===== src/rtl/dl_cal_ctrl.sv =====
module dl_cal_ctrl #(
  parameter int NCH  = 8,
  parameter int ADJW = 4,
  parameter int CNTW = 16,
  parameter int SETW = 12
) (
  input  logic              clk,
  input  logic              rst_n,
  input  logic              start,
  input  logic [NCH-1:0]    hit_valid,
  input  logic [2*NCH-1:0]  hit_code,
  input  logic [NCH-1:0]    hit_bad,
  input  logic [CNTW-1:0]   samples_cfg,
  input  logic [CNTW-1:0]   tol_cfg,
  input  logic [SETW-1:0]   settle_cfg,
  output logic [ADJW-1:0]   adj1,
  output logic [ADJW-1:0]   adj2,
  output logic [ADJW-1:0]   adj3,
  output logic [ADJW-1:0]   adj4,
  output logic [CNTW-1:0]   bin0,
  output logic [CNTW-1:0]   bin1,
  output logic [CNTW-1:0]   bin2,
  output logic [CNTW-1:0]   bin3,
  output logic [CNTW-1:0]   bad_cnt,
  output logic              busy,
  output logic              done,
  output logic              fail
);
  localparam int CIW = $clog2(NCH + 1) + 2;
  localparam int EW  = CNTW + 3;

  typedef enum logic [1:0] {S_IDLE, S_SETTLE, S_COLL, S_EVAL} st_t;

  st_t             st;
  logic [1:0]      phase;
  logic [CNTW-1:0] bq [4];
  logic [CNTW-1:0] total;
  logic [SETW-1:0] wait_q;
  logic [CIW-1:0]  inc [4];
  logic [CIW-1:0]  inc_sum, bad_inc;

  always_comb begin
    for (int c = 0; c < 4; c++) inc[c] = '0;
    bad_inc = '0;
    for (int ch = 0; ch < NCH; ch++) begin
      if (hit_valid[ch] && hit_bad[ch]) bad_inc = bad_inc + 1'b1;
      for (int c = 0; c < 4; c++)
        if (hit_valid[ch] && !hit_bad[ch] && hit_code[2*ch +: 2] == 2'(c))
          inc[c] = inc[c] + 1'b1;
    end
    inc_sum = inc[0] + inc[1] + inc[2] + inc[3];
  end

  logic [CNTW-1:0] sel_bin;
  logic [ADJW-1:0] sel_adj;
  logic            reached, at_max, collect_end;

  assign sel_bin = bq[phase];
  assign sel_adj = (phase == 2'd0) ? adj3 : (phase == 2'd1) ? adj2 : adj1;
  assign at_max  = &sel_adj;
  assign reached = ({2'b00, sel_bin, 1'b0} + {2'b00, tol_cfg, 1'b0}) * EW'(2)
                   >= {3'b000, total};
  assign collect_end = total >= samples_cfg;

  always_ff @(posedge clk) begin
    if (!rst_n) begin
      st <= S_IDLE; phase <= '0; total <= '0; wait_q <= '0;
      adj1 <= '0; adj2 <= '0; adj3 <= '0; adj4 <= '0;
      for (int c = 0; c < 4; c++) bq[c] <= '0;
      bad_cnt <= '0; done <= 1'b0; fail <= 1'b0;
    end else begin
      case (st)
        S_IDLE: if (start) begin
          adj1 <= '0; adj2 <= '0; adj3 <= '0; adj4 <= '0;
          for (int c = 0; c < 4; c++) bq[c] <= '0;
          total <= '0; bad_cnt <= '0; done <= 1'b0; fail <= 1'b0;
          phase <= '0; wait_q <= settle_cfg; st <= S_SETTLE;
        end
        S_SETTLE: if (wait_q == '0) st <= S_COLL;
                  else wait_q <= wait_q - 1'b1;
        S_COLL: if (collect_end) st <= S_EVAL;
          else begin
            for (int c = 0; c < 4; c++) bq[c] <= bq[c] + CNTW'(inc[c]);
            total   <= total + CNTW'(inc_sum);
            bad_cnt <= bad_cnt + CNTW'(bad_inc);
          end
        S_EVAL: if (reached) begin
            if (phase == 2'd2) begin done <= 1'b1; st <= S_IDLE; end
            else phase <= phase + 1'b1;
          end else if (at_max) begin
            fail <= 1'b1; st <= S_IDLE;
          end else begin
            case (phase)
              2'd0:    begin adj3 <= adj3 + 1'b1; adj4 <= adj4 + 1'b1; end
              2'd1:    adj2 <= adj2 + 1'b1;
              default: adj1 <= adj1 + 1'b1;
            endcase
            for (int c = 0; c < 4; c++) bq[c] <= '0;
            total <= '0; wait_q <= settle_cfg; st <= S_SETTLE;
          end
        default: st <= S_IDLE;
      endcase
    end
  end

  assign busy = (st != S_IDLE);
  assign bin0 = bq[0];
  assign bin1 = bq[1];
  assign bin2 = bq[2];
  assign bin3 = bq[3];


  tail_pair_chk: assert property (@(posedge clk) disable iff (!rst_n) adj3 == adj4);

  head_step_chk: assert property (@(posedge clk) disable iff (!rst_n)
    (adj1 != $past(adj1)) |-> (adj1 == $past(adj1) + 1'b1 || adj1 == '0));

  flags_excl_chk: assert property (@(posedge clk) disable iff (!rst_n) $onehot0({done, fail}));

  settle_empty_chk: assert property (@(posedge clk) disable iff (!rst_n)
    (st == S_SETTLE) |-> (total == '0));

  sum_match_chk: assert property (@(posedge clk) disable iff (!rst_n)
    {2'b00, bq[0]} + {2'b00, bq[1]} + {2'b00, bq[2]} + {2'b00, bq[3]} == {2'b00, total});

  idle_hold_chk: assert property (@(posedge clk) disable iff (!rst_n)
    (!busy && $past(!busy) && !$past(start)) |-> ($stable(adj1) && $stable(adj2) && $stable(bq[0])));
endmodule


===== config.mk =====
export PLATFORM = sky130hd
export DESIGN_NAME = dl_cal_ctrl
export DESIGN_NICKNAME = d
export VERILOG_FILES = /design/src/rtl/dl_cal_ctrl.sv
export SDC_FILE = /design/constraint.sdc
export NUM_CORES = 1
export LEC_CHECK = 0
export BUFFER_PORTS_ARGS = -buffer_cell sky130_fd_sc_hd__buf_2
export CAP_MARGIN = 0
export CORE_AREA = 2 2 122 242
export DETAILED_ROUTE_END_ITERATION = 6
export DIE_AREA = 0 0 124 244
export GPL_TIMING_DRIVEN = 0
export PLACE_DENSITY = 0.65
export SLEW_MARGIN = 20
export SYNTH_ARGS = -nofsm -noshare
export SYNTH_HDL_FRONTEND = slang
export SYNTH_SLANG_ARGS = --single-unit

===== constraint.sdc =====
create_clock -name clk -period 7.3 [get_ports clk]
set_input_delay 0.365 -clock clk [delete_from_list [all_inputs] [get_ports clk]]
set_output_delay 0.365 -clock clk [all_outputs]
set_load 0.05 [all_outputs]

==> results of run 1 <==
-- final cells by class --
class	count	area [um^2]	share of cell area, %
timing repair buffer	182	931	6.29
sequential	132	2800	18.9
buffer	46	219	1.48
clock buffer	18	450	3.04
inverter	127	477	3.22
tap	356	445	3.01
clock inverter	14	141	0.955
multi-input combinational	1191	9330	63.1
-- path summary, 6_finish.rpt --
check / endpoint / slack (ps) / depth (start not counted)
max: total[15] / 350 / 36
max reg2reg: bq[3][5] / 490 / 22
min reg2reg: wait_q[5] / 470 / 2
min: wait_q[4] / 280 / 3
-- through the flow --
stage / hold slack (ps) / std cells / utilization (%) / setup TNS [ps]
after floorplan: 439 / 1496 / - / 0
after global placement: 447 / 2027 / 49.1 / -2750
after detailed placement: 460 / 2027 / 49.1 / -4080
after CTS: 265 / 2059 / 51.2 / 0
after global routing: 290 / 2066 / 52.3 / -159
final: 276 / 2066 / 52.3 / 0
-- placed cells by master, fill, tap and decap left out, types with 8 or more instances in the layout --
master	n
and3_1	19
buf_2	183
a21o_1	42
nor2_1	109
nor2b_1	22
clkbuf_1	30
and2_1	10
nand4_1	32
mux4_2	16
nand2_1	127
nor2_4	10
a31oi_1	11
o21ai_0	46
xor2_1	54
a211oi_1	13
edfxtp_1	16
inv_1	125
xnor2_1	75
nand2b_1	20
clkbuf_16	18
fa_1	17
dfxtp_1	116
o21bai_1	9
ha_1	132
o32ai_1	9
o22ai_1	9
o21ai_1	8
nor3_1	23
or3_1	22
a21oi_1	101
nand3_1	55
mux2i_1	13
-- logic make-up after synthesis --
family	count (synthesis)	share of synthesized area (%)
and+or+nand+nor	516	22.4
AOI/OAI and AO/OA	333	17.8
buffers and inverters	173	5.53
adders and majority gates	153	16.2
xor gates and xnor gates	143	10.8
DFF	132	22.3
muxes	41	4.93
other	1	0.0299
-- layer usage --
| layer | wire, um | up-vias |
|---|---|---|
| met5 | 0 | - |
| met4 | 3390 | 0 |
| met3 | 2020 | 140 |
| met2 | 20900 | 330 |
| met1 | 12800 | 5596 |
| li1 | - | 5746 |
-- state kept, by name, indices dropped and copies added (netlist names), named ones only --
signal   flops
total       16
adj4         4
bad_cnt     16
bq          64
wait_q      12
adj1         4
fail         1
adj2         4
phase        2
done         1
st           2
adj3         4
-- worst register-to-register path: stages, from the launching register on --
cell       delay (ps)
dfxtp_1           320
clkbuf_1          580
clkbuf_1          540
mux4_2            420
ha_1              360
and3_1            230
or3_1             410
a21oi_1           270
o21bai_1          140
a21o_1            190
a21oi_1           170
xnor2_1           150
ha_1              270
a2111oi_0         380
o21ai_0           190
a211oi_2          310
o31a_1            190
and3_1            170
buf_6             130
a21o_1            210
buf_2             290
buf_1             500
nor2_1            120
-- report_power, final --
part | leakage (nW) | internal [mW] | switching, mW
logic | 5.17 | 0.449 | 0.962
registers | 1.11 | 0.825 | 0.0956
clock network | 0.283 | 0.498 | 0.379
total | 6.57 | 1.77 | 1.44
-- what timing repair did --
action | in CTS | in global routing
setup buffers | 0 | 7
setup endpoints to repair | 4 | 38
resized for setup | 2 | 49
pin swaps | 0 | 8
hold endpoints to repair | 0 | 0
==> results_dict.tcl, run 1 <==
set metrics [dict create \
    outcome "complete, no violations" \
    synth_cells 1492 \
    num_vias 11800 \
    critical-path-top-cell-by-count "ha_1" \
    fillerInstances 2791 \
    tightest_slew_ps 1140 \
    yosysTopAreaCell "dfxtp_1" \
    vdd_drop_max_mv 0.135 \
    hp-class "input port to flop" \
    syn2layout_area_growth_pct 17.8 \
    use_met1_pct 22.7 \
    drive_above_1_share_pct 19.4 \
    crit_slowest_cell "fa_1" \
    layout_setup_ws_ps 354 \
    htreeDepth 4 \
    critPathKind "input port to flop" \
    critPathArrivalTime_ps 7240 \
    synth_most_common_cell "ha_1" \
    max_freq_ghz 0.144 \
    worstPathRequired_ps 7590 \
    yosysWarnings 0 \
    core_region_area_um2 28300 \
    skew_ps 8.90 \
    dieArea_um2 30300 \
    critical_path.startpoint "hit_bad[0]" \
    leakagePower_nw 6.57 \
    synthesis.area_um2 12600 \
    routed_wl_um 39100 \
    synth_top_area_share_pct 18.5 \
    slowest_delay_ps 540 \
    grt_max_degree 19 \
    powerDensity_nw_per_um2 217 \
    met2_usage_pct 48.2 \
    pre_cts_slack_ps -515 \
    synth_common_cells "ha_1, nand2_1, inv_1" \
    dieHeight_um 244 \
    cts_buffers 17 \
    cts_tree "done" \
    fin_area_um2 14800 \
    drv_slew 0 \
    hold_violations 0 \
    place_hpwl_um 32500 \
    drtPass1Iterations 5 \
    start_kind "input port" \
    die_width_um 124 \
    grt_antenna_before_repair 0 \
    clockBufferDepth 2 \
    vias_per_cell 5.72 \
    path_delay_family "adder cells" \
    wl_per_cell_um 18.9 \
    numPortBuffers 175 \
    fin_nets 1928 \
    ioPinCount 178 \
    min_from "settle_cfg[4]" \
    clock-root-buffer "clkbuf_16" \
    grt_pass1_wl_um 59900 \
    grt_busiest_layer "met2" \
    finalCritPeriodShare_pct 95.1 \
    std_cell_rows 87 \
    cts_num_sinks 132 \
    ys_seq_area_share_pct 22.3 \
    grt.total_usage_pct 25.8 \
    drc 0 \
    diodes 0 \
    async_flop_share_pct 0 \
    worst-path-buf-inv 7 \
    drv_cap 0 \
    use_met3_pct 5.50 \
    synth_edf_count 16 \
    initial_core_util_pct 44.4 \
    yosysUniqueCellTypes 97 \
    drtAntennaViolNets 0 \
    ys_seq_elements 132 \
    power_mw 3.21 \
    hold_buffers 0 \
    crit_path_end_kind "flop" \
    syn-mean-instance-area_um2 8.42 \
    path_max_fanout 6 \
    clkTransAtPathRegs_ps 60 \
    max_slew_margin_pct 24.3 \
    drt_iter0_markers 488 \
    grt_pass1_vias 11800 \
    synth-main-ff-cell "dfxtp_1" \
    finalCriticalPeriod_ps 6950 \
    place_area_um2 13900 \
    clk_latency_ps 440 \
    grt.overflow.total 0 \
    place_congestion 0.913 \
    synth_area_leaders "dfxtp_1, ha_1, xnor2_1" \
    finalSetupViolCount 0 \
]
Note: power is estimated with default switching activity, not from simulation.
==> run 2, diff against run 1 <==
--- a/config.mk
+++ b/config.mk
@@ -11,7 +11,7 @@
 export DETAILED_ROUTE_END_ITERATION = 6
 export DIE_AREA = 0 0 124 244
 export GPL_TIMING_DRIVEN = 0
-export PLACE_DENSITY = 0.65
+export PLACE_DENSITY = 0.62
 export SLEW_MARGIN = 20
 export SYNTH_ARGS = -nofsm -noshare
 export SYNTH_HDL_FRONTEND = slang
==> constraint.sdc (replaced) <==
create_clock -name clk -period 8.6 [get_ports clk]
set_input_delay 0 -clock clk [delete_from_list [all_inputs] [get_ports clk]]
set_output_delay 0 -clock clk [all_outputs]
set_load 0.05 [all_outputs]
==> run 2 against run 1 <==
Compared with the run above: clock skew barely moved; worst setup slack improved by 1200 ps; register-to-register slack improved by 1100 ps; routed wire length fell by 0.99%; combinational power fell by 16%.
==> results_dict.tcl, run 2 (synthesis results as in run 1) <==
set metrics [dict create \
    vdd_drop_max_mv 0.125 \
    fillerInstances 2741 \
    final_common_cell "buf_2" \
    drv_slew 0 \
    clockBufferDepth 2 \
    critPathArrivalTime_ps 7230 \
    min_from "settle_cfg[1]" \
    dieHeight_um 244 \
    final_cell_mix "buf_2, ha_1, nand2_1" \
    grt_max_degree 19 \
    num_vias 11900 \
    cts_buffers 17 \
    drive_above_1_share_pct 16.9 \
    worstReg2RegEnd "bq[3][3]" \
    finalSetupTns_ps 0 \
    layout_setup_ws_ps 1540 \
    drt_iter0_markers 551 \
    post_cts_resized 0 \
    finalCriticalPeriod_ps 7060 \
    initial_core_util_pct 44.4 \
    path_max_fanout 10 \
    grt.overflow.total 0 \
    reg2reg_depth 22 \
    clock-root-buffer "clkbuf_16" \
    drtPass1Iterations 7 \
    die_width_um 124 \
    start_kind "flop" \
    ioPinCount 178 \
    syn2layout_area_growth_pct 16.5 \
    core_region_area_um2 28300 \
    place_hpwl_um 32100 \
    dp.cells 2027 \
    drc 0 \
    clkTransAtPathRegs_ps 60 \
    fin_nets 1936 \
    drv_cap 0 \
    hp-class "input port to flop" \
    worstPathRequired_ps 8780 \
    grt_pass1_wl_um 59400 \
    grt.total_usage_pct 25.7 \
    finalCritPeriodShare_pct 82.0 \
    hold_violations 0 \
    grt_pass1_vias 11700 \
    htreeDepth 4 \
    grt_antenna_before_repair 0 \
    finalSetupViolCount 0 \
    outcome "complete, no violations" \
    final_util_pct 51.7 \
    routed_wl_um 38700 \
    use_met3_pct 4.08 \
    crit_path_end_kind "flop" \
    min_to "wait_q[1]" \
    cts_num_sinks 132 \
    tightest_slew_ps 1130 \
    clk_latency_ps 450 \
    powerDensity_nw_per_um2 186 \
    wl_per_cell_um 18.7 \
    largest-register "bq" \
    drtAntennaViolNets 0 \
    pre_cts_slack_ps 1140 \
    reg_top3 "bq (64), bad_cnt (16), total (16)" \
    rsz0062_at_grt "false" \
    critPathKind "flop to flop" \
    skew_ps 8.77 \
    grt_busiest_layer "met2" \
    whs_path_depth 5 \
    diodes 0 \
    std_cell_rows 87 \
    reg2reg_slack_ps 1540 \
    cts_tree "done" \
    dieArea_um2 30300 \
    fin_cells 2074 \
    place_congestion 0.901 \
    max_slew_margin_pct 24.6 \
    vias_per_cell 5.73 \
    met2_usage_pct 48.5 \
    use_met1_pct 24.2 \
    leakagePower_nw 6.56 \
    largest_reg_flops 64 \
    numPortBuffers 175 \
    max_freq_ghz 0.142 \
]
run 2: cell types whose count changed in the layout (fill, tap and decap cells not counted), moves of 4 or more:
cell	delta
buf_4	-7
clkbuf_1	+4
dlygate4sd3_1	+15
mux2i_1	+5
nand4bb_1	+4
nand4bb_4	-4
o21ai_0	+6
run 2: worst max-delay path by stage:
stage          slack (ps)   endpoint       start
6_report             1540   bq[3][3]        flop
3_5_place_dp         1140  total[14]  hit_bad[1]
3_3_place_gp         1280  total[14]  hit_bad[0]
2_1_floorplan        2090   total[9]  hit_bad[0]
5_1_grt               960  total[14]  hit_bad[0]
4_1_cts              1560   bq[3][3]        flop
run 2: power breakdown:
part	total (mW)	internal, mW	switching [mW]
clock network	0.745	0.445	0.301
registers	0.781	0.700	0.0806
logic	1.19	0.387	0.806
run 2: routing by layer:
layer / vias to the layer above / share of wire [%]
li1: 5784 / -
met1: 5610 / 35
met2: 369 / 53
met3: 130 / 4.7
met4: 0 / 7.5
met5: - / 0
run 2: through the flow:
stage	hold slack, ps	total power [mW]	area [um^2]
after floorplan	237	1.61	12600
after global placement	357	1.93	13900
after CTS	39.1	2.72	14600
final	40.0	2.72	14600
after global routing	74.7	2.87	14600
after detailed placement	368	1.95	13900
run 2: final cells by class:
| type | instances | area, um^2 | area share [%] |
|---|---|---|---|
| Timing Repair Buffer | 190 | 1030 | 7.01 |
| Multi-Input combinational cell | 1191 | 9080 | 62.0 |
| Inverter | 127 | 477 | 3.26 |
| Clock buffer | 21 | 462 | 3.15 |
| Sequential cell | 132 | 2800 | 19.2 |
| Tap cell | 356 | 445 | 3.04 |
| Buffer | 46 | 218 | 1.49 |
| Clock inverter | 11 | 125 | 0.855 |
run 2: timing repair:
| item | 4_1_cts | 5_1_grt |
|---|---|---|
| setup buffers | 0 | 0 |
| hold endpoints to repair | 11 | 0 |
| hold buffers | 15 | 0 |
run 2: worst max-delay path: stages, from the launching register on:
cell,delay (ps)
dfxtp_1,310
clkbuf_1,420
clkbuf_1,690
mux4_2,620
ha_1,360
and3_1,220
or3_1,410
a21oi_1,310
o21bai_1,140
a21o_1,200
a21oi_1,170
xnor2_1,140
ha_1,250
a2111oi_0,360
o21ai_0,210
a211oi_2,320
o31a_1,200
and3_1,160
buf_6,130
a21o_1,240
buf_2,320
buf_1,480
nor2_1,110
